File: config.mk
export PLATFORM = sky130hd
export DESIGN_NAME = pll_div_search
export DESIGN_NICKNAME = d
export VERILOG_FILES = /design/src/rtl/pll_search_pkg.sv /design/src/rtl/pll_restdiv.sv /design/src/rtl/pll_cand_eval.sv /design/src/rtl/pll_div_search.sv
export SDC_FILE = /design/constraint.sdc
export NUM_CORES = 2
export LEC_CHECK = 0
export ABC_CLOCK_PERIOD_IN_PS = 20200
export BUFFER_PORTS_ARGS = -buffer_cell sky130_fd_sc_hd__buf_2
export CORE_AREA = 2 2 343 345
export CTS_CLUSTER_DIAMETER = 200
export CTS_CLUSTER_SIZE = 20
export DETAILED_ROUTE_END_ITERATION = 8
export DIE_AREA = 0 0 345 347
export GPL_TIMING_DRIVEN = 0
export HOLD_SLACK_MARGIN = 0.1
export PLACE_DENSITY_LB_ADDON = 0.15
export SYNTH_ARGS = -nofsm -noshare
export SYNTH_HDL_FRONTEND = slang
export SYNTH_HIERARCHICAL = 1
export SYNTH_SLANG_ARGS = --single-unit
File: constraint.sdc
create_clock -name clk -period 20.2 [get_ports clk]
set_clock_uncertainty 0.1 [all_clocks]
set_input_delay 4.04 -clock clk [delete_from_list [all_inputs] [get_ports clk]]
set_output_delay 4.04 -clock clk [all_outputs]
set_load 0.03 [all_outputs]
File: src/rtl/pll_search_pkg.sv
package pll_search_pkg;

  typedef enum logic [2:0] {
    ST_IDLE, ST_NO0, ST_NOX, ST_CHK, ST_FREF, ST_NF, ST_NEXT, ST_END
  } search_st_t;

  // ceil(a / b) for b > 0
  function automatic logic [31:0] f_ceil_div(input logic [31:0] a, input logic [31:0] b);
    return (a + b - 32'd1) / b;
  endfunction

  // output divider: 1 stays 1, anything larger goes to the next even value
  function automatic logic [31:0] f_even_up(input logic [31:0] n);
    return (n > 32'd1) ? ((n + 32'd1) & ~32'd1) : n;
  endfunction

  function automatic logic f_in_range(input logic [63:0] v, input logic [63:0] lo,
                                      input logic [63:0] hi);
    return (v >= lo) && (v <= hi);
  endfunction

endpackage

File: src/rtl/pll_restdiv.sv
module pll_restdiv #(
  parameter int W = 24,
  localparam int CW = $clog2(W + 1)
) (
  input  logic         clk,
  input  logic         rst_n,
  input  logic         go,
  input  logic [W-1:0] dividend,
  input  logic [W-1:0] divisor,
  output logic         done,
  output logic [W-1:0] quot,
  output logic [W-1:0] rem
);
  logic [W-1:0]  d_q;
  logic [CW-1:0] cnt_q;
  logic          run_q;
  logic [W:0]    acc_sh, acc_sub;

  assign acc_sh  = {rem, quot[W-1]};
  assign acc_sub = acc_sh - {1'b0, d_q};

  always_ff @(posedge clk or negedge rst_n) begin
    if (!rst_n) begin
      d_q <= '0; cnt_q <= '0; run_q <= 1'b0; done <= 1'b0;
      quot <= '0; rem <= '0;
    end else begin
      done <= 1'b0;
      if (go) begin
        quot <= dividend; rem <= '0; d_q <= divisor;
        cnt_q <= CW'(W); run_q <= 1'b1;
      end else if (run_q) begin
        if (!acc_sub[W]) begin
          rem  <= acc_sub[W-1:0];
          quot <= {quot[W-2:0], 1'b1};
        end else begin
          rem  <= acc_sh[W-1:0];
          quot <= {quot[W-2:0], 1'b0};
        end
        cnt_q <= cnt_q - CW'(1);
        if (cnt_q == CW'(1)) begin
          run_q <= 1'b0;
          done  <= 1'b1;
        end
      end
    end
  end
endmodule

File: src/rtl/pll_cand_eval.sv
module pll_cand_eval #(
  parameter int W        = 24,
  parameter int NF_LIMIT = 4096
) (
  input  logic [W-1:0] fref,
  input  logic [W-1:0] quot,
  input  logic [W-1:0] rem,
  output logic         ok,
  output logic [W-1:0] nf,
  output logic [W-1:0] diff
);
  logic round_up;

  assign ok       = 32'(quot) < NF_LIMIT;
  assign round_up = (rem > (fref >> 1)) && (32'(quot) + 32'd1 < NF_LIMIT);

  always_comb begin
    if (round_up) begin
      nf   = quot + W'(1);
      diff = fref - rem;
    end else begin
      nf   = quot;
      diff = rem;
    end
  end
endmodule

File: src/rtl/pll_div_search.sv
module pll_div_search
  import pll_search_pkg::*;
#(
  parameter int FREQ_W   = 22,
  parameter int REF_KHZ  = 24000,
  parameter int NR_END   = 64,
  parameter int NF_LIMIT = 4096,
  parameter int NO_MAX   = 16,
  parameter int VCO_MIN  = 440000,
  parameter int VCO_MAX  = 2200000,
  parameter int FREF_MIN = 269,
  parameter int FREF_MAX = 2200000,
  parameter int ERR_MAX  = 4000,
  parameter int EXT_W    = 16,
  parameter int DIV_W    = 24,
  localparam int NR_W = $clog2(NR_END),
  localparam int NF_W = $clog2(NF_LIMIT) + 1,
  localparam int NO_W = $clog2(NO_MAX) + 1
) (
  input  logic              clk,
  input  logic              rst_n,
  input  logic              start,
  input  logic [FREQ_W-1:0] freq_khz,
  input  logic              ext_en,
  output logic              busy,
  output logic              done,
  output logic              err,
  output logic [NR_W-1:0]   nr_o,
  output logic [NF_W-1:0]   nf_o,
  output logic [NO_W-1:0]   no_o,
  output logic [EXT_W-1:0]  ext_o
);
  localparam int CNT_W = NR_W + 1;

  search_st_t        st;
  logic [FREQ_W-1:0] freq_q;
  logic              ext_en_q, fail_q;
  logic [DIV_W-1:0]  no_w, vco_q, fref_q, best_q, bnf_q;
  logic [EXT_W-1:0]  ext_q;
  logic [CNT_W-1:0]  nr_q, bnr_q;
  logic              dv_go, dv_done;
  logic [DIV_W-1:0]  dv_a, dv_b, dv_q, dv_r;
  logic              ev_ok;
  logic [DIV_W-1:0]  ev_nf, ev_diff;

  // named events for the checker
  logic accept_w, zero_rej_w, cand_take_w;
  assign accept_w    = (st == ST_IDLE) && start;
  assign zero_rej_w  = accept_w && (freq_khz == '0);
  assign cand_take_w = (st == ST_NF) && dv_done && ev_ok && (ev_diff < best_q);
  assign busy        = (st != ST_IDLE);

  // check-stage arithmetic
  logic [31:0] no_even, ext_calc;
  logic [63:0] vco_wide;
  logic        chk_ok;
  assign no_even  = f_even_up(32'(no_w));
  assign ext_calc = f_ceil_div(32'(dv_q), 32'(NO_MAX));
  assign vco_wide = 64'(freq_q) * 64'(no_even) * 64'(ext_q);
  assign chk_ok   = f_in_range(vco_wide, 64'(VCO_MIN), 64'(VCO_MAX)) &&
                    (no_even <= 32'(NO_MAX));

  pll_restdiv #(.W(DIV_W)) u_div (
    .clk(clk), .rst_n(rst_n), .go(dv_go), .dividend(dv_a), .divisor(dv_b),
    .done(dv_done), .quot(dv_q), .rem(dv_r)
  );

  pll_cand_eval #(.W(DIV_W), .NF_LIMIT(NF_LIMIT)) u_eval (
    .fref(fref_q), .quot(dv_q), .rem(dv_r), .ok(ev_ok), .nf(ev_nf), .diff(ev_diff)
  );

  always_ff @(posedge clk or negedge rst_n) begin
    if (!rst_n) begin
      st <= ST_IDLE; freq_q <= '0; ext_en_q <= 1'b0; fail_q <= 1'b0;
      no_w <= '0; vco_q <= '0; fref_q <= '0; best_q <= '0; bnf_q <= '0;
      ext_q <= '0; nr_q <= '0; bnr_q <= '0;
      dv_go <= 1'b0; dv_a <= '0; dv_b <= '0;
      done <= 1'b0; err <= 1'b0;
      nr_o <= '0; nf_o <= '0; no_o <= '0; ext_o <= '0;
    end else begin
      dv_go <= 1'b0;
      done  <= 1'b0;
      unique case (st)
        ST_IDLE: if (zero_rej_w) begin
          done <= 1'b1; err <= 1'b1;
          nr_o <= '0; nf_o <= '0; no_o <= '0; ext_o <= '0;
        end else if (accept_w) begin
          freq_q <= freq_khz; ext_en_q <= ext_en; fail_q <= 1'b0;
          dv_go <= 1'b1;
          dv_a  <= DIV_W'(VCO_MIN) + DIV_W'(freq_khz) - DIV_W'(1);
          dv_b  <= DIV_W'(freq_khz);
          st    <= ST_NO0;
        end
        ST_NO0: if (dv_done) begin
          if (ext_en_q) begin
            ext_q <= EXT_W'(ext_calc);
            dv_go <= 1'b1;
            dv_a  <= dv_q + DIV_W'(ext_calc) - DIV_W'(1);
            dv_b  <= DIV_W'(ext_calc);
            st    <= ST_NOX;
          end else begin
            ext_q <= EXT_W'(1); no_w <= dv_q; st <= ST_CHK;
          end
        end
        ST_NOX: if (dv_done) begin
          no_w <= dv_q; st <= ST_CHK;
        end
        ST_CHK: begin
          no_w <= DIV_W'(no_even);
          if (!chk_ok) begin
            fail_q <= 1'b1; st <= ST_END;
          end else begin
            vco_q  <= DIV_W'(vco_wide);
            best_q <= DIV_W'(vco_wide);
            bnr_q  <= '0; bnf_q <= '0;
            nr_q   <= CNT_W'(1);
            dv_go  <= 1'b1; dv_a <= DIV_W'(REF_KHZ); dv_b <= DIV_W'(1);
            st     <= ST_FREF;
          end
        end
        ST_FREF: if (dv_done) begin
          fref_q <= dv_q;
          if (32'(dv_q) < FREF_MIN) st <= ST_END;
          else if (32'(dv_q) > FREF_MAX) st <= ST_NEXT;
          else begin
            dv_go <= 1'b1; dv_a <= vco_q; dv_b <= dv_q; st <= ST_NF;
          end
        end
        ST_NF: if (dv_done) begin
          if (cand_take_w) begin
            best_q <= ev_diff; bnr_q <= nr_q; bnf_q <= ev_nf;
          end
          st <= ST_NEXT;
        end
        ST_NEXT: begin
          if ((32'(nr_q) + 32'd1 >= NR_END) || (best_q == '0)) st <= ST_END;
          else begin
            nr_q  <= nr_q + CNT_W'(1);
            dv_go <= 1'b1; dv_a <= DIV_W'(REF_KHZ); dv_b <= DIV_W'(nr_q) + DIV_W'(1);
            st    <= ST_FREF;
          end
        end
        ST_END: begin
          done <= 1'b1;
          st   <= ST_IDLE;
          if (fail_q || (32'(best_q) > ERR_MAX)) begin
            err <= 1'b1; nr_o <= '0; nf_o <= '0; no_o <= '0; ext_o <= '0;
          end else begin
            err  <= 1'b0;
            nr_o <= NR_W'(bnr_q); nf_o <= NF_W'(bnf_q);
            no_o <= NO_W'(no_w);  ext_o <= ext_q;
          end
        end
        default: st <= ST_IDLE;
      endcase
    end
  end
endmodule

==> flow_summary.ini <==
[timing]
fmax_mhz = 50.7
worst_slew_pin_slew_ps = 1550
fin_crit_sh_pct = 97.6
maxSlewHeadroom_pct = -3.95
slew_viol_final = 11
setup_viol = 0
period_minus_slack_ps = 19720
rsz0062_at_grt = false
hold_viol_final = 0
setup_tns_ps = 0

[cts]
post-cts-setup-buffer-count = 0
clk_pin_slew_ps = 90
cts_buffer_depth = 3
cts_made_buffers = 20
root_buffer = clkbuf_16
clock_latency_ps = 590
clock_sinks = 335
htreeDepth = 1
cts_tree = yes
cts_hold_buffers = 0

[status]
violations = DRC, capacitance limit, slew limit
run_status = complete, but fails checks

[cells_and_area]
fill_cells = 10572
final_core_util_pct = 58.5
instances_no_fill = 8967
fin_nets = 8996
drive_above_1_share_pct = 4.83
syn_to_final_growth_pct = 5.08

[global_route]
antenna_found_initial = 9
grt_max_degree = 121
grt_overflow = 0
track_usage_pct = 39.4
grt_pass1_vias = 54886
grt_pass1_wl_microns = 353000

[route]
drt_iter0_drc = 5641
ant_nets = 0
via_count = 54583
wire_per_inst_microns = 26.0
wirelength_microns = 233000
route.detailed.drc = 4
viasPerCell = 6.09
drtPass1Iterations = 8

[placed_design]
gp_congestion = 1.05
io_buffers = 68
numPlacedInstances = 8941
dp_hpwl_microns = 193000

[worst_setup_path]
cp_max_fo = 10
critPathBufInv = 11
r2r_end = dv_a[22]
start_kind = register
cp-startpoint = no_w[0]
cpLargestDelayFamily = adder cells
path_class = register to register
worst-r2r-cell-count = 52
reg2reg_from = no_w[0]
crit_top_cell = fa_1
cpMaxStageDelayCell = dfrtp_1
crit_path_end_kind = register
critPathRequiredTime_ps = 20550
crit_end = dv_a[22]
reg2reg_setup_slack_ps = 480
cp.depth = 52
cp_slowest_stage_delay_ps = 700
worstPathArrival_ps = 20070

[floorplan]
die_area_sq_um = 120000
core_sq_um = 116000
die_h_microns = 347
rows = 125
start_util_pct = 55.6
ioPinCount = 69
fp.dieW_microns = 345

[yosys]
syn-num-nets = 8894
synth_area_per_cell_sq_um = 8.78
synthCells = 7336
synth_area_sq_um = 64400
yosys_warnings = 6

[flow_run]
drv_cap = 2

[hold_path]
hold_path_class = register to register
cell usage in the layout, fill, tap and decap left out, types with 25 or more instances in the layout:
| cell | instances |
|---|---|
| a211oi_1 | 53 |
| a21o_1 | 81 |
| a21oi_1 | 226 |
| a22o_1 | 43 |
| a31oi_1 | 31 |
| and2_1 | 418 |
| and3_1 | 52 |
| buf_2 | 97 |
| clkbuf_1 | 330 |
| dfrtp_1 | 335 |
| fa_1 | 1088 |
| ha_1 | 444 |
| inv_1 | 1216 |
| mux2_2 | 98 |
| mux2i_1 | 113 |
| nand2_1 | 1228 |
| nand2b_1 | 61 |
| nand3_1 | 79 |
| nand4_1 | 79 |
| nor2_1 | 211 |
| nor2b_1 | 44 |
| nor3_1 | 62 |
| nor4_1 | 50 |
| o211ai_1 | 25 |
| o21a_1 | 26 |
| o21ai_0 | 286 |
| o21bai_1 | 25 |
| xnor2_1 | 126 |
| xor2_1 | 57 |
worst register-to-register path: cells and delay by family, from the launching register on:
| family | cells | cell delay [ps] |
|---|---|---|
| and+or+nand+nor | 12 | 3620 |
| muxes | 1 | 310 |
| buffers and inverters | 11 | 2640 |
| AOI/OAI and AO/OA | 10 | 3230 |
| xor gates and xnor gates | 2 | 930 |
| DFF | 1 | 700 |
| adders and majority gates | 16 | 8050 |
per-stage QoR:
step | setup slack (ps) | hold slack, ps | area, sq um
4_1_cts | 91.6 | 384 | 67500
5_1_grt | 16.7 | 413 | 67600
3_3_place_gp | -1530 | 358 | 66600
6_report | 480 | 380 | 67700
2_1_floorplan | 4580 | 341 | 64400
3_5_place_dp | -610 | 368 | 66900
flip-flops by register name, indices dropped and copies added (netlist names), 3 cells and up:
signal       cells
best_q          24
bnf_q           13
bnr_q            6
dv_a            24
dv_b            24
ext_o           16
ext_q           16
fref_q          24
freq_q          22
nf_o            13
no_o             5
no_w            24
nr_o             6
nr_q             7
st               3
u_div/cnt_q      5
u_div/d_q       24
u_div/quot      24
u_div/rem       24
vco_q           24
repair_timing:
| item | CTS | global route |
|---|---|---|
| pin swaps | 0 | 0 |
| gates resized for setup | 5 | 27 |
| endpoints found under the setup margin | 102 | 126 |
worst min path at each step:
stage,startpoint,endpoint,slack (ps),depth (start not counted)
2_1_floorplan,fail_q,fail_q,340,2
3_3_place_gp,dv_a[18],u_div/quot[18],360,2
3_5_place_dp,dv_a[3],u_div/quot[3],370,2
4_1_cts,dv_b[8],u_div/d_q[8],380,2
5_1_grt,dv_a[3],u_div/quot[3],410,2
6_report,dv_b[8],u_div/d_q[8],380,2
metal layers:
layer  up-vias  track usage, %  wire length [microns]
met5         -               0                     37
met4         6            15.1                  11500
met3       499            9.88                  26600
met2      2949            59.1                  99800
met1     27621            55.1                  95300
li1      23508               -                      -
cell type report:
class	instances	area (sq um)	area share, %
inverters	1216	4560	6.75
repair buffers	81	552	0.815
plain buffers	390	1610	2.37
clock inverters	2	37.5	0.0555
diodes	5	12.5	0.0185
well taps	1524	1910	2.82
flip-flops and latches	335	8380	12.4
multi-input cells	5394	50100	74.0
clock buffers	20	500	0.740
Power is not shown: default switching activity piles up to over one toggle a cycle in this logic, so the estimate is an artifact.
